### src/rtl/tswz_pkg.sv
package tswz_pkg;

  // Swizzle mode codes; anything above SWZ_B9_10_11 is unsupported.
  typedef enum logic [2:0] {
    SWZ_NONE     = 3'd0,
    SWZ_B9       = 3'd1,
    SWZ_B9_10    = 3'd2,
    SWZ_B9_11    = 3'd3,
    SWZ_B9_10_11 = 3'd4
  } swz_mode_e;

  // Tile shape select.
  typedef enum logic {
    GEOM_WIDE   = 1'b0,
    GEOM_NARROW = 1'b1
  } geom_e;

  localparam int unsigned NUM_GEOM = 2;

endpackage

### src/rtl/tswz_bit6_xor.sv
module tswz_bit6_xor
  import tswz_pkg::*;
#(
  parameter int unsigned OFF_W = 20
) (
  input  logic [OFF_W-1:0] off_i,
  input  logic [2:0]       mode_i,
  output logic [OFF_W-1:0] swz_o,
  output logic             err_o
);

  logic flip;
  // Low two offset bits are dropped (dword alignment).
  logic [1:0] unused_low;
  assign unused_low = off_i[1:0];

  always_comb begin
    flip  = 1'b0;
    err_o = 1'b0;
    case (mode_i)
      SWZ_NONE:     flip = 1'b0;
      SWZ_B9:       flip = off_i[9];
      SWZ_B9_10:    flip = off_i[9] ^ off_i[10];
      SWZ_B9_11:    flip = off_i[9] ^ off_i[11];
      SWZ_B9_10_11: flip = off_i[9] ^ off_i[10] ^ off_i[11];
      default:      err_o = 1'b1;
    endcase
  end

  assign swz_o = {off_i[OFF_W-1:7], off_i[6] ^ flip, off_i[5:2], 2'b00};

endmodule

### src/rtl/tswz_tile_decode.sv
module tswz_tile_decode
  import tswz_pkg::*;
#(
  parameter int unsigned D_W        = 18,
  parameter int unsigned X_W        = 9,
  parameter int unsigned Y_W        = 9,
  parameter int unsigned PITCH_LOG2 = 11,
  parameter int unsigned TW0_LOG2   = 9,
  parameter int unsigned TH0_LOG2   = 3,
  parameter int unsigned TW1_LOG2   = 7,
  parameter int unsigned TH1_LOG2   = 4
) (
  input  logic [D_W-1:0]     dw_i,
  input  logic               geom_i,
  output logic [X_W-1:0]     x_o,
  output logic [Y_W-1:0]     y_o,
  output logic [X_W+Y_W-1:0] idx_o
);

  logic [X_W-1:0] cand_x [NUM_GEOM];
  logic [Y_W-1:0] cand_y [NUM_GEOM];

  for (genvar g = 0; g < NUM_GEOM; g++) begin : g_shape
    // Per-shape geometry, all in log2 form.
    localparam int unsigned TWB = (g == 0) ? TW0_LOG2 : TW1_LOG2; // tile width, bytes
    localparam int unsigned THL = (g == 0) ? TH0_LOG2 : TH1_LOG2; // tile height, rows
    localparam int unsigned TWD = TWB - 2;                        // tile width, dwords
    localparam int unsigned TSD = TWD + THL;                      // tile size, dwords
    localparam int unsigned TPR = PITCH_LOG2 - TWB;               // tiles per surface row
    localparam logic [D_W-1:0] TPR_MASK = D_W'((1 << TPR) - 1);
    localparam logic [D_W-1:0] TWD_MASK = D_W'((1 << TWD) - 1);
    localparam logic [D_W-1:0] THL_MASK = D_W'((1 << THL) - 1);

    // Column: tile column scaled by tile width, plus in-tile dword column.
    assign cand_x[g] = X_W'((((dw_i >> TSD) & TPR_MASK) << TWD) | (dw_i & TWD_MASK));
    // Row: tile row scaled by tile height, plus in-tile row.
    assign cand_y[g] = Y_W'((((dw_i >> TSD) >> TPR) << THL) | ((dw_i >> TWD) & THL_MASK));
  end

  assign x_o   = cand_x[geom_i];
  assign y_o   = cand_y[geom_i];
  assign idx_o = {y_o, x_o};

endmodule

### src/rtl/tswz_out_stage.sv
module tswz_out_stage #(
  parameter int unsigned OFF_W = 20,
  parameter int unsigned X_W   = 9,
  parameter int unsigned Y_W   = 9,
  localparam int unsigned I_W  = X_W + Y_W
) (
  input  logic             clk,
  input  logic             rst_n,
  input  logic             in_valid,
  output logic             in_ready,
  input  logic [OFF_W-1:0] in_swz,
  input  logic [X_W-1:0]   in_x,
  input  logic [Y_W-1:0]   in_y,
  input  logic [I_W-1:0]   in_idx,
  input  logic             in_err,
  output logic             out_valid,
  input  logic             out_ready,
  output logic [OFF_W-1:0] out_swz,
  output logic [X_W-1:0]   out_x,
  output logic [Y_W-1:0]   out_y,
  output logic [I_W-1:0]   out_idx,
  output logic             out_err
);

  logic             v_q, v_d;
  logic             load;
  logic [OFF_W-1:0] swz_q, swz_d;
  logic [X_W-1:0]   x_q, x_d;
  logic [Y_W-1:0]   y_q, y_d;
  logic [I_W-1:0]   idx_q, idx_d;
  logic             err_q, err_d;

  assign in_ready = !v_q || out_ready;
  assign load     = in_valid && in_ready;

  // Next state: an unsupported mode yields blank result fields.
  always_comb begin
    v_d   = load ? 1'b1 : (v_q && !out_ready);
    err_d = in_err;
    swz_d = in_err ? '0 : in_swz;
    x_d   = in_err ? '0 : in_x;
    y_d   = in_err ? '0 : in_y;
    idx_d = in_err ? '0 : in_idx;
  end

  always_ff @(posedge clk or negedge rst_n) begin
    if (!rst_n) v_q <= 1'b0;
    else        v_q <= v_d;
  end

  always_ff @(posedge clk) begin
    if (load) begin
      swz_q <= swz_d;
      x_q   <= x_d;
      y_q   <= y_d;
      idx_q <= idx_d;
      err_q <= err_d;
    end
  end

  assign out_valid = v_q;
  assign out_swz   = swz_q;
  assign out_x     = x_q;
  assign out_y     = y_q;
  assign out_idx   = idx_q;
  assign out_err   = err_q;

  // idle stage accepts requests.
  p_idle_ready_r1: assert property (@(posedge clk) disable iff (!rst_n)
    !out_valid |-> in_ready);

  // published offset never carries the ignored low bits.
  p_low_bits_r3: assert property (@(posedge clk) disable iff (!rst_n)
    out_valid |-> out_swz[1:0] == 2'b00);

  // index is composed from the published row and column.
  p_index_r6: assert property (@(posedge clk) disable iff (!rst_n)
    out_valid |-> out_idx == {out_y, out_x});

  // an error result carries no address data.
  p_err_blank_r7: assert property (@(posedge clk) disable iff (!rst_n)
    out_valid && out_err |-> (out_swz == '0 && out_x == '0 && out_y == '0 && out_idx == '0));

  // an accepted request is visible after the edge.
  p_accept_valid_r8: assert property (@(posedge clk) disable iff (!rst_n)
    in_valid && in_ready |=> out_valid);

  // a stalled result holds and blocks new requests.
  p_stall_hold_r9: assert property (@(posedge clk) disable iff (!rst_n)
    out_valid && !out_ready |=> out_valid && $stable(out_swz) && $stable(out_idx)
                               && $stable(out_err));
  p_stall_block_r9: assert property (@(posedge clk) disable iff (!rst_n)
    out_valid && !out_ready |-> !in_ready);

endmodule

### src/rtl/tswz_translator.sv
module tswz_translator
  import tswz_pkg::*;
#(
  parameter int unsigned SURF_W_LOG2 = 9,  // surface width in dwords
  parameter int unsigned SURF_H_LOG2 = 9,  // surface height in rows
  parameter int unsigned TW0_LOG2    = 9,  // shape 0 tile width, bytes
  parameter int unsigned TH0_LOG2    = 3,  // shape 0 tile height, rows
  parameter int unsigned TW1_LOG2    = 7,  // shape 1 tile width, bytes
  parameter int unsigned TH1_LOG2    = 4,  // shape 1 tile height, rows
  localparam int unsigned PITCH_LOG2 = SURF_W_LOG2 + 2,
  localparam int unsigned OFF_W      = SURF_W_LOG2 + SURF_H_LOG2 + 2,
  localparam int unsigned D_W        = OFF_W - 2,
  localparam int unsigned X_W        = SURF_W_LOG2,
  localparam int unsigned Y_W        = SURF_H_LOG2,
  localparam int unsigned I_W        = X_W + Y_W
) (
  input  logic             clk,
  input  logic             rst_n,
  input  logic             req_valid,
  output logic             req_ready,
  input  logic [OFF_W-1:0] req_off,
  input  logic [2:0]       req_mode,
  input  logic             req_geom,
  output logic             res_valid,
  input  logic             res_ready,
  output logic [OFF_W-1:0] res_swz_off,
  output logic [X_W-1:0]   res_x,
  output logic [Y_W-1:0]   res_y,
  output logic [I_W-1:0]   res_index,
  output logic             res_err
);

  logic [OFF_W-1:0] swz;
  logic             mode_err;
  logic [X_W-1:0]   dec_x;
  logic [Y_W-1:0]   dec_y;
  logic [I_W-1:0]   dec_idx;

  tswz_bit6_xor #(.OFF_W(OFF_W)) u_swz (
    .off_i  (req_off),
    .mode_i (req_mode),
    .swz_o  (swz),
    .err_o  (mode_err)
  );

  tswz_tile_decode #(
    .D_W        (D_W),
    .X_W        (X_W),
    .Y_W        (Y_W),
    .PITCH_LOG2 (PITCH_LOG2),
    .TW0_LOG2   (TW0_LOG2),
    .TH0_LOG2   (TH0_LOG2),
    .TW1_LOG2   (TW1_LOG2),
    .TH1_LOG2   (TH1_LOG2)
  ) u_dec (
    .dw_i   (swz[OFF_W-1:2]),
    .geom_i (req_geom),
    .x_o    (dec_x),
    .y_o    (dec_y),
    .idx_o  (dec_idx)
  );

  tswz_out_stage #(.OFF_W(OFF_W), .X_W(X_W), .Y_W(Y_W)) u_out (
    .clk       (clk),
    .rst_n     (rst_n),
    .in_valid  (req_valid),
    .in_ready  (req_ready),
    .in_swz    (swz),
    .in_x      (dec_x),
    .in_y      (dec_y),
    .in_idx    (dec_idx),
    .in_err    (mode_err),
    .out_valid (res_valid),
    .out_ready (res_ready),
    .out_swz   (res_swz_off),
    .out_x     (res_x),
    .out_y     (res_y),
    .out_idx   (res_index),
    .out_err   (res_err)
  );

endmodule

### config.mk
export PLATFORM = sky130hd
export DESIGN_NAME = tswz_translator
export DESIGN_NICKNAME = d
export VERILOG_FILES = /design/src/rtl/tswz_pkg.sv /design/src/rtl/tswz_bit6_xor.sv /design/src/rtl/tswz_tile_decode.sv /design/src/rtl/tswz_out_stage.sv /design/src/rtl/tswz_translator.sv
export SDC_FILE = /design/constraint.sdc
export NUM_CORES = 1
export LEC_CHECK = 0
export BUFFER_PORTS_ARGS = -buffer_cell sky130_fd_sc_hd__buf_4
export CORE_AREA = 2 2 80 98
export CTS_CLUSTER_SIZE = 14
export DETAILED_ROUTE_END_ITERATION = 10
export DIE_AREA = 0 0 82 100
export GPL_ROUTABILITY_DRIVEN = 1
export GPL_TIMING_DRIVEN = 0
export SLEW_MARGIN = 20
export SYNTH_ARGS = -nofsm -noshare
export SYNTH_HDL_FRONTEND = slang
export SYNTH_HIERARCHICAL = 1
export SYNTH_SLANG_ARGS = --single-unit
### constraint.sdc
create_clock -name clk -period 2.85 [get_ports clk]
set_input_delay 0.7125 -clock clk [delete_from_list [all_inputs] [get_ports clk]]
set_output_delay 0.7125 -clock clk [all_outputs]
set_load 0.02 [all_outputs]
# [After elaboration in Yosys (flattened, before gate mapping)]
# Index checks and enable logic that the tools add are counted.
# W data, S select, Z words.
[classes] n_lt_le_gt_ge=1 n_eq_ne=4 n_mux=9 bitwise_logic=9 reduce_logical=7
[ops] cell="$mux W9" n=6
[ops] cell="$or A9 B3 Y9" n=1
[ops] cell="$or A9 B4 Y9" n=1
[ops] cell="$or A9 B5 Y9" n=1
[ops] cell="$or A9 B7 Y9" n=1
[ops] cell="$eq A3 B2 Y1 const B" n=2
[ops] cell="$reduce_or A5 Y1" n=1
[ops] cell="$pmux W1 S4" n=1
[ops] cell="$xor A1 B1 Y1" n=4
[ops] cell="$eq A3 B1 Y1 const B" n=1
[ops] cell="$eq A3 B3 Y1 const B" n=1
[ops] cell="$logic_not A3 Y1" n=1
[ops] cell="$ge A2 B2 Y1 const B" n=1
[ops] cell="$logic_and A1 B1 Y1" n=2
[ops] cell="$logic_not A1 Y1" n=2
[ops] cell="$mux W1" n=2
[ops] cell="$not A1 Y2" n=1
[ops] cell="$logic_or A1 B1 Y1" n=1
[totals] regBits=58 inputBits=28 output_inout_bits=59 wordCells=37

# [Longest topological paths before layout]
# Gate-level depths: netlist of the first run.
[depth] ltp_word=8 mapped_depth=6 ltp_nobuf=5

# [Cells and area by module]
# Netlist of the first run, hierarchy kept.
[by_module_without_submodules] mod="tswz_out_stage" n_inst=1 cells_per_inst=123 area_per_inst_um2=2244.7 seq_area_each_um2=1736.7
[by_module_without_submodules] mod="tswz_tile_decode" n_inst=1 cells_per_inst=37 area_per_inst_um2=341.6 seq_area_each_um2=0.0
[by_module_without_submodules] mod="tswz_bit6_xor" n_inst=1 cells_per_inst=33 area_per_inst_um2=246.5 seq_area_each_um2=0.0

# [Worst setup path before layout of the first run]
# Ideal clock, no wire load.
[synth_timing] path_kind="input-to-reg" start="input port res_ready" end="register u_out.err_q, in the netlist u_out/out_err, enable pin" setup_time_ps=421 arrival_ps=2364 t_required_ps=2429 setup_slack_ps=66 stages=2 path_buffers=0 cell_sequence="nand2b_1 and2_1"
[synth_via] elab_chain_cells=2
[synth_rtl] item="from (decl)" line_no="tswz_translator.sv:25" text="input logic res_ready,"
[synth_rtl] item="$logic_or A1 B1 Y1" line_no="tswz_out_stage.sv:33" text="assign in_ready = !v_q || out_ready;"
[synth_rtl] item="$logic_and A1 B1 Y1" line_no="tswz_out_stage.sv:34" text="assign load = in_valid && in_ready;"
[synth_rtl] item="named net u_out.load" line_no="tswz_out_stage.sv:26" text="logic load;"
[synth_rtl] item="to (signal assigned)" line_no="tswz_out_stage.sv:57" text="err_q <= err_d;"
[synth_rtl] item="to (decl)" line_no="tswz_out_stage.sv:31" text="logic err_q, err_d;"
# The timed path passes the listed nets, and every way through them passes these cells.
# A chain may end at the register's enable or synchronous reset.

# [Final worst setup path of the first run]
[layout_timing] start="input port res_ready" end="output port req_ready"
[layout_via] elab_chain_cells=1
[layout_rtl] item="$logic_or A1 B1 Y1" line_no="tswz_out_stage.sv:33"
[layout_rtl] item="to (decl)" line_no="tswz_translator.sv:20" text="output logic req_ready,"
# Every way passes these cells.

==> impl_metrics.py, run 1 <==
metrics = {
    "logic_synthesis": {
        "synth_warnings": 6,
        "synth_seq_cells": 58,
        "synth_top_family_by_area": "simple AND/OR/NAND/NOR gates",
        "yosys.area_share.simple": 0.171,
        "avgSynthCellArea_um2": 14.7,
        "synthCells": 193,
        "ys_seq_area_frac": 0.613,
        "synthAdderAreaFrac": 0,
        "netlist-cell-type-count": 22,
        "synthXorXnorAreaFrac": 0.00618,
        "synth_compound_area_frac": 0.0124,
        "synth_area_mm2": 0.00283,
        "synthMuxAreaShare": 0.0459,
    },
    "finish": {
        "antenna_cells": 0,
        "fin_nets": 302,
        "stdcell_area_mm2": 0.00366,
        "final_cell_mix": "buf_4, edfxtp_1, nor2b_2",
        "mostFrequentLayoutCell": "buf_4",
        "final_cells": 371,
        "syn2layout_area_growth_pct": 29.1,
        "drive_above_1_share": 0.642,
    },
    "worst_setup_path": {
        "cpPeakStageDelay_ns": 0.17,
        "path_delay_family": "buffers and inverters",
        "critPathCaptureType": "primary output",
        "required_ns": 2.14,
        "cpMostUsedCell": "buf_4",
        "critPathLaunchType": "input port",
        "path_class": "input port to primary output",
        "cp.arrival_ns": 1.15,
        "crit_buf_inv": 2,
        "crit_fanout": 3,
        "crit_chain": "buf_4 > nand2b_1 > buf_4",
        "slowest_stage": "buf_4",
    },
    "route": {
        "avgRoutedWirePerCell_um": 12.7,
        "routed_via_density": 4.18,
        "drt-pass1-iter-count": 4,
        "ant_nets": 0,
        "dr.first_iter.drc_count": 61,
        "routed_wl_um": 4700,
        "drcViolationCount": 0,
        "vias": 1551,
    },
    "hold_path": {
        "min_path_type": "input port to async pin",
    },
    "global_routing": {
        "grt_max_degree": 58,
        "antenna_found_initial": 0,
        "track_usage": 0.123,
        "grt_pass1_vias": 1469,
        "gr-total-overflow": 0,
        "grt_pass1_wl_um": 7200,
    },
    "placement": {
        "dp.cells": 355,
        "dp_slack_ns": 0.841,
        "place_area_mm2": 0.00347,
        "portBuffers": 69,
        "dp_hpwl_um": 3170,
        "gp_congestion": 0.663,
    },
    "floorplan": {
        "fp-row-count": 35,
        "design.core.area_mm2": 0.00736,
        "die_w_um": 82,
        "start_util": 0.385,
        "die_area_mm2": 0.00820,
        "die_h_um": 100,
        "io_pins": 87,
    },
    "sta": {
        "hold_viol": 0,
        "min_period_ns": 1.86,
        "fmax_ghz": 0.537,
        "period_share": 0.654,
        "worst_slack_ns": 0.987,
        "setup_tns_ns": 0,
        "max-slew-margin-rel": 0.494,
        "worst_pin_slew_ns": 0.760,
        "setup_violations": 0,
        "slew_viol_final": 0,
        "hold_slack_ns": 0.145,
        "rsz0062_at_grt": "false",
        "skew_ns": 0.00473,
    },
    "clock_network": {
        "cts_made_buffers": 9,
        "cts_resized": 0,
        "cts.clk_slew.worst_paths_ns": 0.06,
        "cts_sinks": 58,
        "cts_setup_buffers": 0,
        "htree_levels": 3,
        "postCtsHoldBufs": 0,
        "cts-root-buf": "clkbuf_8",
        "insertion_delay_ns": 0.33,
        "cts_buffer_depth": 2,
        "cts_tree": "yes",
    },
    "power_and_ir_drop": {
        "vdd_drop_max_v": 0.000242,
        "p_leak_nw": 1.56,
        "cellPowerDensity_mw_per_mm2": 575,
    },
    "outcome": {
        "status": "complete, no violations",
    },
    "run": {
        "maxCapViolations": 0,
    },
}
-- metrics by stage --
stage               utilization  power (mW)
floorplan                     -        1.29
global placement          0.472        1.41
detailed placement        0.472        1.41
CTS                       0.497        2.14
global route              0.497        2.20
finish                    0.497        2.10
-- final cells by class --
class                   instances  area (um^2)
clock buffers                  10          128
clock inverters                 6         57.6
plain buffers                  54          425
multi-input cells              82          677
fillers                       677         3700
repair buffers                 69          518
flip-flops and latches         58         1740
well taps                      92          115
-- report_power, final --
group	leakage [nW]	switching, mW	internal, mW
clock network	0.0974	0.323	0.398
logic	0.891	0.176	0.185
registers	0.567	0.0143	1.01
-- registers in the layout, indices dropped and copies added (netlist names) --
register,count
u_out/out_x,9
u_out/out_y,9
u_out/out_valid,1
u_out/out_err,1
u_out/out_idx,18
u_out/out_swz,20
-- kinds of logic (layout without fill, tap and decap cells) --
family	Yosys count	in the layout
other	1	2
XOR/XNOR	2	2
multiplexers	9	9
AO/OA/AOI/OAI	4	4
flip-flops	58	58
AND/OR/NAND/NOR	65	65
buffers and inverters	54	139
-- layer usage --
layer	vias to the layer above	global-route usage	wire, um
met3	10	0.0297	236
met5	-	0	0
li1	768	-	-
met2	47	0.187	2320
met4	0	0.0846	142
met1	726	0.152	2000
-- path summary, 6_finish.rpt --
path / start / to / slack, ns / depth (start not counted)
min in group clk: u_out/out_valid$_DFF_PN0_ / u_out/out_valid$_DFF_PN0_ / 0.55 / 2
max in group asynchronous: rst_n / u_out/out_valid$_DFF_PN0_ / 2.63 / 1
worst min register to register: u_out/out_valid$_DFF_PN0_ / u_out/out_valid$_DFF_PN0_ / 0.55 / 2
worst max-delay path: res_ready / req_ready / 0.99 / 3
worst max register to register: u_out/out_valid$_DFF_PN0_ / u_out/out_swz[0]$_SDFFCE_PP0P_ / 1.30 / 2
worst min-delay path: rst_n / u_out/out_valid$_DFF_PN0_ / 0.15 / 1
-- cell usage after synthesis, drive strengths merged --
| library cell | n | share of area |
|---|---|---|
| nor2b | 57 | 0.15 |
| mux2i | 1 | 0.0035 |
| nand2b | 2 | 0.0044 |
| and2b | 1 | 0.0031 |
| xor2 | 2 | 0.0062 |
| mux2 | 8 | 0.042 |
| edfxtp | 57 | 0.60 |
| nand2 | 1 | 0.0013 |
| nor3b | 1 | 0.0027 |
| o21ai | 1 | 0.0018 |
| o21a | 1 | 0.0027 |
| conb | 1 | 0.0013 |
| a22oi | 1 | 0.0044 |
| and2 | 1 | 0.0022 |
| nor2 | 1 | 0.0013 |
| dfrtp | 1 | 0.0088 |
| o21ba | 1 | 0.0035 |
| buf | 54 | 0.15 |
| nand3b | 1 | 0.0027 |
-- worst reg2reg max path: stages, from the launching register on --
cell and delay, ns:
dfrtp_1 0.38, nand2b_1 0.12, and2_4 0.65
No activity file was read; power rests on OpenSTA's default activity.
==> inputs of run 2 (changes only) <==
--- a/config.mk
+++ b/config.mk
@@ -5,13 +5,15 @@
 export SDC_FILE = /design/constraint.sdc
 export NUM_CORES = 1
 export LEC_CHECK = 0
+export ABC_AREA = 1
 export BUFFER_PORTS_ARGS = -buffer_cell sky130_fd_sc_hd__buf_4
-export CORE_AREA = 2 2 80 98
+export CORE_AREA = 2 2 81 98
 export CTS_CLUSTER_SIZE = 14
 export DETAILED_ROUTE_END_ITERATION = 10
-export DIE_AREA = 0 0 82 100
+export DIE_AREA = 0 0 83 100
 export GPL_ROUTABILITY_DRIVEN = 1
 export GPL_TIMING_DRIVEN = 0
+export PLACE_DENSITY = 0.66
 export SLEW_MARGIN = 20
 export SYNTH_ARGS = -nofsm -noshare
 export SYNTH_HDL_FRONTEND = slang
==> constraint.sdc (replaced) <==
create_clock -name clk -period 1.7 [get_ports clk]
set_input_delay 0.425 -clock clk [delete_from_list [all_inputs] [get_ports clk]]
set_output_delay 0.425 -clock clk [all_outputs]
set_load 0.02 [all_outputs]
==> impl_metrics.py, run 2 <==
metrics = {
    "power_and_ir_drop": {
        "vdd_drop_max_v": 0.000344,
        "p_comb_frac": 0.184,
        "p_seq_frac": 0.513,
        "finalPower_mw": 3.35,
        "p_int_mw": 2.48,
        "cellPowerDensity_mw_per_mm2": 897,
        "p_switching_mw": 0.865,
        "netSwitchingFraction": 0.258,
        "p_leak_nw": 1.87,
        "clkPwrFrac": 0.303,
    },
    "worst_setup_path": {
        "cpPeakStageDelay_ns": 0.45,
        "r2r-end": "u_out/out_y[2]$_SDFFCE_PP0P_",
        "crit_fanout": 21,
        "critPathLaunch": "u_out/out_valid$_DFF_PN0_",
        "critPathCaptureType": "flip-flop",
        "cp.arrival_ns": 1.62,
        "slowest_stage": "dfrtp_2",
        "path_class": "flip-flop to flip-flop",
        "reg2reg_slack_ns": 0.11,
        "cpMostUsedCell": "buf_16",
        "required_ns": 1.73,
        "reg2reg_from": "u_out/out_valid$_DFF_PN0_",
        "crit_chain": "a21oi_4 > buf_16 > buf_16",
        "critPathLaunchType": "flip-flop",
        "reg2reg_depth": 3,
    },
    "logic_synthesis": {
        "synth-edff-count": 57,
        "avgSynthCellArea_um2": 9.92,
        "synthTopCellsByArea": "edfxtp_1, buf_4, inv_1",
        "ys_seq_area_frac": 0.608,
        "synth_common_cells": "inv_1, edfxtp_1, nor2_1",
        "yosysMostFrequentCell": "inv_1",
        "synth_top_area_frac": 0.599,
        "async_flop_share": 0.0172,
        "synthCells": 288,
        "synth_area_mm2": 0.00286,
        "yosysTopAreaCell": "edfxtp_1",
        "yosys_most_used_dff": "edfxtp_1",
        "synth_warnings": 6,
        "netlist-cell-type-count": 16,
        "synth_seq_cells": 58,
    },
    "clock_network": {
        "cts_tree": "yes",
        "cts.clk_slew.worst_paths_ns": 0.06,
        "cts_resized": 0,
        "insertion_delay_ns": 0.32,
        "cts-root-buf": "clkbuf_8",
        "cts_buffer_depth": 2,
        "cts_sinks": 58,
        "cts_made_buffers": 9,
        "htree_levels": 3,
    },
    "floorplan": {
        "design.core.area_mm2": 0.00749,
        "die_area_mm2": 0.00830,
        "die_h_um": 100,
        "io_pins": 87,
        "fp-row-count": 35,
        "die_w_um": 83,
        "start_util": 0.381,
    },
    "global_routing": {
        "grt_pass1_vias": 1775,
        "use_met3": 0.0452,
        "grt_use_met2": 0.223,
        "gr-total-overflow": 0,
        "grt_pass1_wl_um": 8090,
        "grt_max_degree": 22,
        "met1_usage": 0.140,
        "antenna_found_initial": 0,
        "grt-busiest-layer": "met2",
        "track_usage": 0.129,
    },
    "sta": {
        "fmax_ghz": 0.631,
        "setup_violations": 0,
        "worst_pin_slew_ns": 0.587,
        "min_period_ns": 1.59,
        "hold_viol": 0,
        "period_share": 0.933,
        "skew_ns": 0.00475,
        "slew_viol_final": 0,
        "rsz0062_at_grt": "false",
        "hold_slack_ns": 0.370,
        "setup_tns_ns": 0,
        "max-slew-margin-rel": 0.609,
    },
    "finish": {
        "syn2layout_area_growth_pct": 30.7,
        "largest_reg_flops": 20,
        "mostFrequentLayoutCell": "buf_4",
        "fin_nets": 401,
        "drive_above_1_share": 0.394,
        "antenna_cells": 0,
        "final_cell_mix": "buf_4, inv_1, edfxtp_1",
    },
    "placement": {
        "dp_hpwl_um": 3830,
        "gp_congestion": 0.759,
        "portBuffers": 69,
    },
    "hold_path": {
        "min_path_type": "input port to flip-flop",
        "hold_end": "u_out/out_valid$_DFF_PN0_",
        "hold_depth": 3,
        "hold_start": "req_valid",
    },
    "route": {
        "routed_via_density": 4.04,
        "drt-pass1-iter-count": 5,
        "avgRoutedWirePerCell_um": 11.1,
        "vias": 1898,
        "drcViolationCount": 0,
        "ant_nets": 0,
        "dr.first_iter.drc_count": 50,
        "routed_wl_um": 5200,
    },
    "run": {
        "maxCapViolations": 0,
    },
    "outcome": {
        "status": "complete, no violations",
    },
}
-- run 2: per-stage QoR --
stage | setup WS (ns) | instances | instance area [um^2] | utilization
6_report | 0.114 | 470 | 3730 | 0.498
5_1_grt | 0.0634 | 470 | 3730 | 0.498
4_1_cts | 0.106 | 470 | 3730 | 0.498
3_5_place_dp | -0.213 | 452 | 3560 | 0.476
3_3_place_gp | -0.572 | 450 | 3510 | 0.468
2_1_floorplan | -0.178 | 289 | 2870 | -
-- run 2: power by group through the flow --
stage	registers, mW	logic [mW]	clock network [mW]
after floorplan	1.86	0.275	0
after global placement	1.75	0.590	0
after detailed placement	1.75	0.622	0
after CTS	1.72	0.627	1.05
after global routing	1.73	0.672	1.10
final	1.72	0.617	1.01
-- run 2: worst max-delay path by stage --
| stage | end | slack (ns) | cells after the start |
|---|---|---|---|
| floorplan | u_out/out_err$_DFFE_PP_ | -0.18 | 1 |
| global placement | u_out/out_swz[4]$_SDFFCE_PP0P_ | -0.57 | 3 |
| detailed placement | u_out/out_idx[2]$_SDFFCE_PP0P_ | -0.21 | 5 |
| CTS | u_out/out_x[6]$_SDFFCE_PP0P_ | 0.11 | 3 |
| global route | u_out/out_idx[5]$_SDFFCE_PP0P_ | 0.06 | 3 |
| finish | u_out/out_y[2]$_SDFFCE_PP0P_ | 0.11 | 3 |
-- run 2: logic make-up (layout without fill, tap and decap cells) --
| logic type | Yosys count | after routing | synth area share |
|---|---|---|---|
| buffers and inverters | 120 | 208 | 0.236 |
| and+or+nand+nor | 106 | 106 | 0.149 |
| AOI/OAI and AO/OA | 3 | 4 | 0.00613 |
| DFF | 58 | 58 | 0.608 |
| other | 1 | 2 | 0.00131 |
-- run 2: critical path, delay by kind of cell (launching register included) --
family | cells | cell delay [ns]
buffers and inverters | 2 | 0.40
flip-flops | 1 | 0.45
AO/OA/AOI/OAI | 1 | 0.43
-- run 2: metal layers --
metal	part of all wire	wire length, um	vias up
met5	0	0	-
met4	0.021	110	0
met3	0.064	332	8
met2	0.51	2660	53
met1	0.40	2100	848
li1	-	-	989
-- run 2: timing repair --
action,CTS,global route
hold buffers,1,0
setup endpoints to repair,18,0
buffers inserted,0,0
endpoints found under the hold margin,1,0
-- run 2: layout make-up --
class	instances	area (um^2)
buffer	54	425
fill	733	3760
inverter	66	248
timing repair buffer	72	583
multi-input combinational	112	470
clock inverter	5	21.3
sequential	58	1740
tap	92	115
clock buffer	11	131
